`src/rtl/mxbus_pkg.sv`:
```
package mxbus_pkg;

   typedef enum logic [1:0] {
      MUX_PLAIN = 2'b00,
      MUX_AAD   = 2'b01,
      MUX_AD    = 2'b10,
      MUX_RSV   = 2'b11
   } mux_mode_t;

   localparam logic [1:0] SZ_8BIT  = 2'b00;
   localparam logic [1:0] SZ_16BIT = 2'b01;

   typedef struct packed {
      mux_mode_t  mux;
      logic [1:0] size;
      logic       wait_en;
   } strap_cfg_t;

   typedef enum logic [2:0] {
      ST_IDLE = 3'd0,
      ST_PH1  = 3'd1,
      ST_GAP  = 3'd2,
      ST_PH2  = 3'd3,
      ST_RD   = 3'd4,
      ST_ACK  = 3'd5,
      ST_ERR  = 3'd6
   } seq_state_t;

endpackage

```
`src/rtl/mxbus_strap_cap.sv`:
```
module mxbus_strap_cap
   import mxbus_pkg::*;
(
   input  logic       clk_i,
   input  logic       rst_n_i,
   input  logic [1:0] mux_i,
   input  logic [1:0] size_i,
   input  logic       wait_en_i,
   output strap_cfg_t cfg_o,
   output logic       cfg_ok_o
);

   strap_cfg_t cfg_q;

   always_ff @(posedge clk_i) begin
      if (!rst_n_i) begin
         cfg_q.mux     <= mux_mode_t'(mux_i);
         cfg_q.size    <= size_i;
         cfg_q.wait_en <= wait_en_i;
      end
   end

   assign cfg_o    = cfg_q;
   assign cfg_ok_o = (cfg_q.mux != MUX_RSV) && !cfg_q.size[1]
                     && !((cfg_q.mux == MUX_AAD) && (cfg_q.size == SZ_8BIT));


   strap_hold_chk: assert property (@(posedge clk_i) disable iff (!rst_n_i)
      1'b1 |=> $stable(cfg_q));

endmodule

```
`src/rtl/mxbus_addr_fmt.sv`:
```
module mxbus_addr_fmt
   import mxbus_pkg::*;
#(
   parameter int ADDR_W = 27,
   parameter int AD_W   = 16
) (
   input  mux_mode_t         mux_i,
   input  logic              phase2_i,
   input  logic [ADDR_W-1:0] addr_i,
   output logic [AD_W-1:0]   ad_o,
   output logic [ADDR_W-1:0] a_o
);

   localparam int HI_W   = ADDR_W - AD_W;
   localparam int AAD1_W = ADDR_W - 1 - AD_W;

   logic [AD_W-1:0] aad_first;
   logic [AD_W-1:0] aad_second;

   generate
      if (HI_W < 2 || AAD1_W > AD_W) begin : g_bad_split
         $error("mxbus_addr_fmt: address does not split across the shared lines");
      end
      if (AAD1_W == AD_W) begin : g_first_full
         assign aad_first = addr_i[ADDR_W-1:AD_W+1];
      end else begin : g_first_ext
         assign aad_first = {{(AD_W-AAD1_W){1'b0}}, addr_i[ADDR_W-1:AD_W+1]};
      end
   endgenerate

   assign aad_second = addr_i[AD_W:1];

   always_comb begin
      unique case (mux_i)
         MUX_AD: begin
            ad_o = addr_i[AD_W-1:0];
            a_o  = {addr_i[ADDR_W-1:AD_W], {AD_W{1'b0}}};
         end
         MUX_AAD: begin
            ad_o = phase2_i ? aad_second : aad_first;
            a_o  = '0;
         end
         default: begin
            ad_o = '0;
            a_o  = addr_i;
         end
      endcase
   end

endmodule

```
`src/rtl/mxbus_seq_fsm.sv`:
```
module mxbus_seq_fsm
   import mxbus_pkg::*;
#(
   parameter int ADDR_W      = 27,
   parameter int AD_W        = 16,
   parameter int ADV_LOW_CYC = 2,
   parameter int GAP_CYC     = 1,
   parameter int OE_CYC      = 4
) (
   input  logic              clk_i,
   input  logic              rst_n_i,
   input  mux_mode_t         mux_i,
   input  logic [1:0]        size_i,
   input  logic              cfg_ok_i,
   input  logic              req_i,
   input  logic [ADDR_W-1:0] addr_i,
   input  logic              wait_act_i,
   input  logic [AD_W-1:0]   ad_i,
   output logic              ack_o,
   output logic              err_o,
   output logic [AD_W-1:0]   rdata_o,
   output logic              cs_n_o,
   output logic              adv_n_o,
   output logic              oe_n_o,
   output logic              drive_o,
   output logic              phase2_o,
   output logic [ADDR_W-1:0] addr_q_o
);

   localparam int BYTE_W  = 8;
   localparam int MAX_AG  = (ADV_LOW_CYC > GAP_CYC) ? ADV_LOW_CYC : GAP_CYC;
   localparam int CNT_MAX = (MAX_AG > OE_CYC) ? MAX_AG : OE_CYC;
   localparam int CNT_W   = (CNT_MAX < 2) ? 1 : $clog2(CNT_MAX);
   localparam logic [CNT_W-1:0] ADV_LAST = CNT_W'(ADV_LOW_CYC - 1);
   localparam logic [CNT_W-1:0] GAP_LAST = CNT_W'(GAP_CYC - 1);
   localparam logic [CNT_W-1:0] OE_LAST  = CNT_W'(OE_CYC - 1);

   generate
      if (ADV_LOW_CYC < 1 || GAP_CYC < 1 || OE_CYC < 1) begin : g_bad_cyc
         $error("mxbus_seq_fsm: every phase needs at least one clock");
      end
      if (AD_W <= BYTE_W) begin : g_bad_width
         $error("mxbus_seq_fsm: shared lines must be wider than one byte");
      end
   endgenerate

   seq_state_t        state_q;
   logic [CNT_W-1:0]  cnt_q;
   logic [ADDR_W-1:0] addr_q;
   logic [AD_W-1:0]   rdata_q;
   logic [AD_W-1:0]   rd_word;

   assign rd_word = (size_i == SZ_8BIT) ? {{(AD_W-BYTE_W){1'b0}}, ad_i[BYTE_W-1:0]} : ad_i;

   always_ff @(posedge clk_i) begin
      if (!rst_n_i) begin
         state_q <= ST_IDLE;
         cnt_q   <= '0;
         addr_q  <= '0;
         rdata_q <= '0;
      end else begin
         unique case (state_q)
            ST_IDLE: begin
               if (req_i) begin
                  cnt_q   <= '0;
                  addr_q  <= addr_i;
                  state_q <= cfg_ok_i ? ST_PH1 : ST_ERR;
               end
            end
            ST_PH1, ST_PH2: begin
               if (cnt_q == ADV_LAST) begin
                  cnt_q   <= '0;
                  state_q <= ((state_q == ST_PH1) && (mux_i == MUX_AAD)) ? ST_GAP : ST_RD;
               end else begin
                  cnt_q <= cnt_q + 1'b1;
               end
            end
            ST_GAP: begin
               if (cnt_q == GAP_LAST) begin
                  cnt_q   <= '0;
                  state_q <= ST_PH2;
               end else begin
                  cnt_q <= cnt_q + 1'b1;
               end
            end
            ST_RD: begin
               if (!wait_act_i) begin
                  if (cnt_q == OE_LAST) begin
                     cnt_q   <= '0;
                     rdata_q <= rd_word;
                     state_q <= ST_ACK;
                  end else begin
                     cnt_q <= cnt_q + 1'b1;
                  end
               end
            end
            default: state_q <= ST_IDLE;
         endcase
      end
   end

   assign ack_o    = (state_q == ST_ACK) || (state_q == ST_ERR);
   assign err_o    = (state_q == ST_ERR);
   assign rdata_o  = rdata_q;
   assign cs_n_o   = (state_q == ST_IDLE) || (state_q == ST_ERR);
   assign adv_n_o  = !((state_q == ST_PH1) || (state_q == ST_PH2));
   assign oe_n_o   = (state_q != ST_RD);
   assign drive_o  = (state_q == ST_PH1) || (state_q == ST_GAP) || (state_q == ST_PH2);
   assign phase2_o = (state_q == ST_PH2);
   assign addr_q_o = addr_q;


   ack_single_chk: assert property (@(posedge clk_i) disable iff (!rst_n_i)
      ack_o |=> !ack_o);


   cs_release_chk: assert property (@(posedge clk_i) disable iff (!rst_n_i)
      (ack_o && !err_o) |=> cs_n_o);


   err_quiet_chk: assert property (@(posedge clk_i) disable iff (!rst_n_i)
      err_o |-> (cs_n_o && adv_n_o && oe_n_o));


   gap_before_ph2_chk: assert property (@(posedge clk_i) disable iff (!rst_n_i)
      $rose(phase2_o) |-> $past(state_q == ST_GAP));


   wait_stretch_chk: assert property (@(posedge clk_i) disable iff (!rst_n_i)
      (!oe_n_o && wait_act_i) |=> !oe_n_o);

endmodule

```
`src/rtl/mxbus_addr_seq.sv`:
```
module mxbus_addr_seq
   import mxbus_pkg::*;
#(
   parameter int ADDR_W      = 27,
   parameter int AD_W        = 16,
   parameter int WAIT_N      = 2,
   parameter int ADV_LOW_CYC = 2,
   parameter int GAP_CYC     = 1,
   parameter int OE_CYC      = 4
) (
   input  logic              clk_i,
   input  logic              rst_n_i,
   input  logic [1:0]        strap_mux_i,
   input  logic [1:0]        strap_size_i,
   input  logic              strap_wait_en_i,
   input  logic              req_i,
   input  logic [ADDR_W-1:0] addr_i,
   output logic              ack_o,
   output logic              err_o,
   output logic [AD_W-1:0]   rdata_o,
   output logic              cs_n_o,
   output logic              adv_n_o,
   output logic              oe_n_o,
   output logic [AD_W-1:0]   ad_o,
   output logic              ad_oe_o,
   input  logic [AD_W-1:0]   ad_i,
   output logic [ADDR_W-1:0] a_o,
   input  logic [WAIT_N-1:0] wait_i
);

   strap_cfg_t        cfg;
   logic              cfg_ok;
   logic              wait_act;
   logic              drive;
   logic              phase2;
   logic [ADDR_W-1:0] addr_q;
   logic [AD_W-1:0]   fmt_ad;
   logic [ADDR_W-1:0] fmt_a;

   generate
      if (WAIT_N < 1) begin : g_bad_wait
         $error("mxbus_addr_seq: at least one wait line is needed");
      end else if (WAIT_N > 1) begin : g_wait_spare
         logic unused_wait_hi;
         assign unused_wait_hi = ^wait_i[WAIT_N-1:1];
      end
   endgenerate

   mxbus_strap_cap u_strap (
      .clk_i     (clk_i),
      .rst_n_i   (rst_n_i),
      .mux_i     (strap_mux_i),
      .size_i    (strap_size_i),
      .wait_en_i (strap_wait_en_i),
      .cfg_o     (cfg),
      .cfg_ok_o  (cfg_ok)
   );

   assign wait_act = cfg.wait_en & wait_i[0];

   mxbus_seq_fsm #(
      .ADDR_W      (ADDR_W),
      .AD_W        (AD_W),
      .ADV_LOW_CYC (ADV_LOW_CYC),
      .GAP_CYC     (GAP_CYC),
      .OE_CYC      (OE_CYC)
   ) u_fsm (
      .clk_i      (clk_i),
      .rst_n_i    (rst_n_i),
      .mux_i      (cfg.mux),
      .size_i     (cfg.size),
      .cfg_ok_i   (cfg_ok),
      .req_i      (req_i),
      .addr_i     (addr_i),
      .wait_act_i (wait_act),
      .ad_i       (ad_i),
      .ack_o      (ack_o),
      .err_o      (err_o),
      .rdata_o    (rdata_o),
      .cs_n_o     (cs_n_o),
      .adv_n_o    (adv_n_o),
      .oe_n_o     (oe_n_o),
      .drive_o    (drive),
      .phase2_o   (phase2),
      .addr_q_o   (addr_q)
   );

   mxbus_addr_fmt #(
      .ADDR_W (ADDR_W),
      .AD_W   (AD_W)
   ) u_fmt (
      .mux_i    (cfg.mux),
      .phase2_i (phase2),
      .addr_i   (addr_q),
      .ad_o     (fmt_ad),
      .a_o      (fmt_a)
   );

   assign ad_oe_o = drive && (cfg.mux != MUX_PLAIN);
   assign ad_o    = ad_oe_o ? fmt_ad : '0;
   assign a_o     = cs_n_o ? '0 : fmt_a;


   oe_float_chk: assert property (@(posedge clk_i) disable iff (!rst_n_i)
      !oe_n_o |-> !ad_oe_o);


   plain_no_drive_chk: assert property (@(posedge clk_i) disable iff (!rst_n_i)
      (cfg.mux == MUX_PLAIN) |-> !ad_oe_o);


   idle_quiet_chk: assert property (@(posedge clk_i) disable iff (!rst_n_i)
      cs_n_o |-> (adv_n_o && oe_n_o && !ad_oe_o));

endmodule

```
`config.mk`:
```
export PLATFORM = sky130hd
export DESIGN_NAME = mxbus_addr_seq
export DESIGN_NICKNAME = d
export VERILOG_FILES = /design/src/rtl/mxbus_pkg.sv /design/src/rtl/mxbus_strap_cap.sv /design/src/rtl/mxbus_addr_fmt.sv /design/src/rtl/mxbus_seq_fsm.sv /design/src/rtl/mxbus_addr_seq.sv
export SDC_FILE = /design/constraint.sdc
export NUM_CORES = 1
export LEC_CHECK = 0
export BUFFER_PORTS_ARGS = -buffer_cell sky130_fd_sc_hd__buf_2
export CORE_UTILIZATION = 48
export CTS_CLUSTER_DIAMETER = 120
export CTS_CLUSTER_SIZE = 10
export DETAILED_ROUTE_END_ITERATION = 7
export PLACE_DENSITY = 0.8
export SLEW_MARGIN = 25
export SYNTH_ARGS = -nofsm -noshare
export SYNTH_HDL_FRONTEND = slang
export SYNTH_SLANG_ARGS = --single-unit
```
`constraint.sdc`:
```
create_clock -name clk_i -period 1.9 [get_ports clk_i]
set_input_delay 0.095 -clock clk_i [delete_from_list [all_inputs] [get_ports clk_i]]
set_output_delay 0.095 -clock clk_i [all_outputs]
set_load 0.01 [all_outputs]
```
After elaboration in Yosys (flattened, before gate mapping)
Cells that the tools add are included.
W data, S select, Z words.
{ "word_totals": {"ff_bits": 53, "latchBits": 0, "ram_bits": 0, "mem_bits_ro": 0, "in_bits": 53, "out_inout_bits": 65, "wordCells": 70, "memories": 0} }
{ "classes": {"add_sub_neg": 1, "mul": 0, "div": 0, "order_cmp": 0, "eq_ne": 17, "shifts": 0, "mux": 20, "n_bitwise": 2, "n_reduce_logical": 23} }
{ "ops": {"columns": ["operator", "count"], "rows": [
  ["$pmux W27 S2", 1],
  ["$mux W16", 3],
  ["$pmux W16 S2", 1],
  ["$mux W27", 1],
  ["$mux W3", 7],
  ["$pmux W3 S4", 1],
  ["$mux W2", 5],
  ["$eq A3 B3 Y1 const B", 3],
  ["$pmux W2 S4", 1],
  ["$eq A3 B2 Y1 const B", 2],
  ["$ne A2 B1 Y1 const B", 3],
  ["$ne A2 B2 Y1 const B", 3],
  ["$reduce_and A3 Y1", 2],
  ["$logic_and A1 B1 Y1", 5],
  ["$logic_or A1 B1 Y1", 5],
  ["$reduce_and A5 Y1", 1],
  ["$eq A2 B1 Y1 const B", 2],
  ["$eq A2 B2 Y1 const B", 2],
  ["$logic_not A2 Y1", 2],
  ["$reduce_bool A4 Y1", 1],
  ["$eq A3 B1 Y1 const B", 1],
  ["$logic_not A1 Y1", 3],
  ["$logic_not A3 Y1", 1],
  ["$ne A3 B3 Y1 const B", 1],
  ["6 further kinds", 6]
]} }

Longest topological paths before layout
{ "logic_depth": {"word_depth": 7, "depth_mapped": 7, "mapped_depth_nobuf": 6} }

By module
Synthesis repeated with hierarchy kept, for this count alone.
{ "hier_totals": {"hier_cells": 388, "area_unflattened_um2": 3276.9} }
{ "modules_own_cells": {"columns": ["mod", "instances", "cells_per_inst", "area_each_um2"], "rows": [
  ["mxbus_seq_fsm", 1, 251, 2142.1],
  ["mxbus_addr_fmt", 1, 76, 549.3],
  ["mxbus_addr_seq", 1, 53, 416.6],
  ["mxbus_strap_cap", 1, 8, 168.9]
]} }

Worst setup path after synthesis
Ideal clock, no wire load.
{ "synth_path": {"path_kind": "flip-flop to output port", "from": "register u_strap.cfg_q, in the netlist u_strap.cfg_o[3]", "to": "output ad_o[10]", "arrival_ns": 1.544, "path_slack_ns": 0.261, "stages_incl_launch_ff": 7, "cell_sequence": "edfxtp_1 -> inv_1 -> ha_1 -> nor3_1 -> nand2_1 -> buf_2 -> nor2_1"} }
{ "synth_via": {"elab_chain_len": 3} }
{ "synth_rtl": {"columns": ["element", "line", "source"], "rows": [
  ["start: declaration", "mxbus_strap_cap.sv:13", "strap_cfg_t cfg_q;"],
  ["$reduce_bool A2 Y1", "mxbus_addr_seq.sv:99", "assign ad_oe_o = drive && (cfg.mux != MUX_PLAIN);"],
  ["$logic_and A1 B1 Y1", "mxbus_addr_seq.sv:99", null],
  ["via ad_oe_o", "mxbus_addr_seq.sv:25", "output logic ad_oe_o,"],
  ["$mux W16", "mxbus_addr_seq.sv:100", "assign ad_o = ad_oe_o ? fmt_ad : '0;"],
  ["end: declaration", "mxbus_addr_seq.sv:24", "output logic [AD_W-1:0] ad_o,"]
]} }
The timed path passes the listed nets, and every way through them passes these cells.

Worst setup path after layout
{ "layout_path": {"from": "register u_strap.cfg_q, in the netlist u_strap.cfg_o[4]", "to": "output ad_o[15]"} }
{ "layout_via": {"elab_chain_len": 3} }
{ "layout_rtl": {"columns": ["element", "line", "source"], "rows": [
  ["$eq A2 B1 Y1, or another cell as far along", "mxbus_addr_fmt.sv:34", "unique case (mux_i)"],
  ["$pmux W16 S2 / $logic_and A1 B1 Y1 (equally long branches)", "mxbus_addr_fmt.sv:34, mxbus_addr_seq.sv:99", null],
  ["$mux W16 *", "mxbus_addr_seq.sv:100", null]
]} }
Mark *: on every way between the ends. The rest lies on a longest branch, timed or not.

==> metrics.txt <==
outcome completed; pins over their slew limit 0; Tcrit/Tclk final a little over nine tenths; Max Cap Viol 0; post-layout minimum cycle time 1.85 ns; final setup violation count 0; FF+latch count, synth 53; YS warnings 0; post-synth top area cell dfxtp_1; leakage power approximately 1.7 nW; Synth Flop Type dfxtp_1; Chip Width between 70 and 80 µm; post-layout util roughly two thirds; Num CTS Buffers 5; die height 78.4 µm; largest net degree at the start of global routing 28; pre-CTS setup slack ~0.021 ns; grt total ovfl 0; critical path fanouts, max 6; Final Skew between 0.004 and 0.005 ns; worst endpoint required time about 1.8 ns; data arrival time of the worst path approximately 1.8 ns; Synth Area per Inst ~8 µm²; Rows 27; Setup crit start kind flip-flop; gr usage total 23.0%; Post-Route Setup TNS 0 ns; Async S/R FF share, synth 0%; first-pass GRT wire length 11.3 mm; Synth cell types between 40 and 50; number of synthesized flops with an enable pin 5; routed length per instance roughly 14 µm; drt first pass iters 4; clock tree buffer depth 2; CTS tree built; critical path type flip-flop to primary output; Hold Crit Class primary input to flip-flop; setup ws final 0.0513 ns; DR vias/cell between 5 and 6; clock sinks 53; area grow syn2layout 31.6%; Placement Cell Area about 0.0034 mm²; synthesized area between 0.002 and 0.003 mm²; Max Fclk approximately 540 MHz; ANT cells 0; Pwr Density between 1000 and 1500 mW/mm²; Max IR drop VDD 0.603 mV; port buffer count between 100 and 150; via count roughly 2.8k; layout cells sized above 1 37.7%; placed wire-length estimate 5.18 mm; Worst-Margin Slew about 0.46 ns; total power draw between 3 and 4 mW; core area roughly 0.0056 mm²; synthesized netlist cell count 348; IO Count around 120; H-tree Lvls 2; initial antenna violation count 0; Seq/Total Area, Yosys between 30% and 40%; final WL 7.32 mm; routability cong. 0.876; detailed-route DRC error count 0; Hold Worst Slack between 0.015 and 0.02 ns; Setup crit end kind primary output; CTS clk-pin slew, worst paths roughly 0.090 ns; final count of hold timing violations 0; Finished Cell Area 0.00369 mm²; share of the synthesized area in the top cell type 34.3%; total die area between 0.006 and 0.007 mm²; final non-filler cell total 542; Net Count, Synth 409; Initial Util about half; Placed Instances about 530; clock network latency to the later pin of the worst-skew pair approximately 0.30 ns; slew margin rel. between 60% and 70%; vias in the first global route roughly 2.6k; DR iter-0 viols 153; Final nets between 500 and 600; post-route ant nets 0; clock root buffer clkbuf_8; ranking of synthesized cells by area dfxtp_1 (34%), nand2_1 (11%), a21oi_1 (8.8%), and2_1 (6.3%), edfxtp_1 (5.4%)
critical path: stages, from the launching register on:
cell,delay [ns]
edfxtp_1,0.44
inv_2,0.10
ha_1,0.23
inv_1,0.10
nor2_4,0.18
a22oi_1,0.09
nor2_1,0.13
buf_2,0.18
sequential cells by signal (all words and copies together), names as in the netlist:
| signal | flops |
|---|---|
| u_fsm.state_q | 3 |
| u_fsm.cnt_q | 2 |
| u_fsm.rdata_o | 16 |
| u_fsm.addr_q_o | 27 |
| u_strap.cfg_o | 5 |
synthesized netlist by cell type (all sizes together) (3+ instances only):
| cell type | number |
|---|---|
| nand2 | 82 |
| and2 | 28 |
| edfxtp | 5 |
| buf | 13 |
| ha | 8 |
| o21ai | 4 |
| nor4b | 3 |
| nand3 | 11 |
| mux2 | 10 |
| a22oi | 16 |
| nor3b | 3 |
| inv | 10 |
| dfxtp | 48 |
| nor2 | 21 |
| nand3b | 3 |
| a21oi | 50 |
| clkbuf | 12 |
cells in the final DEF (no fill, tap or decap), types with 4 or more instances in the layout:
master	netlist	final
a21oi_1	49	48
a22oi_1	16	10
a22oi_2	0	6
and2_1	28	28
buf_2	4	116
buf_4	1	13
buf_6	7	4
clkbuf_8	0	5
dfxtp_1	48	45
dlygate4sd3_1	0	5
edfxtp_1	5	5
ha_1	8	7
inv_1	9	7
mux2_2	10	9
nand2_1	82	82
nand3_1	10	10
nor2_1	21	16
report_power, final:
group	total (mW)	leakage [nW]	switching, mW	internal (mW)
sequential	1.46	0.441	0.161	1.30
clock	0.624	0.0482	0.368	0.256
combinational	1.85	1.18	1.06	0.793
metal layers:
layer / vias to the layer above / track usage [%] / share of wire, %
li1: 1410 / - / -
met1: 1332 / 26.1 / 42
met2: 89 / 43.2 / 51
met3: 14 / 3.26 / 4.1
met4: 0 / 8.52 / 2.4
met5: - / 0 / 0
logic make-up after synthesis:
group                    share of synthesized area [%]
buffers and inverters                             7.46
AO/OA/AOI/OAI                                     16.7
multiplexers                                      4.38
adder cells (fa/ha/maj)                           3.57
flip-flops                                        39.6
XOR/XNOR                                         0.625
AND/OR/NAND/NOR                                   27.6
timing repair:
item                                   CTS  global route
endpoints found under the hold margin    5             0
buffers inserted                         0             3
gates cloned                             0             1
pin swaps                                0             5
hold buffers                             5             0
setup endpoints to repair               28            43
resized for setup                        3            27
final timing paths:
kind                                  start                               to  slack [ns]  cells after the start
max              u_strap.cfg_o[4]$_DFFE_PN_                         ad_o[15]        0.05                      7
min                              addr_i[11]  u_fsm.addr_q_o[11]$_SDFFE_PN0P_        0.02                      3
max reg2reg   u_fsm.state_q[0]$_SDFFE_PN0P_   u_fsm.rdata_o[11]$_SDFFE_PN0P_        0.33                      6
min reg2reg  u_fsm.rdata_o[13]$_SDFFE_PN0P_   u_fsm.rdata_o[13]$_SDFFE_PN0P_        0.45                      2
layout make-up:
class | instances | area (µm²)
inverters | 10 | 37.5
multi-input cells | 260 | 1570
clock inverters | 3 | 16.3
clock buffers | 5 | 68.8
well taps | 72 | 90.1
flip-flops and latches | 53 | 1110
fillers | 497 | 1890
repair buffers | 139 | 793
(Power assumes the default switching activity.)
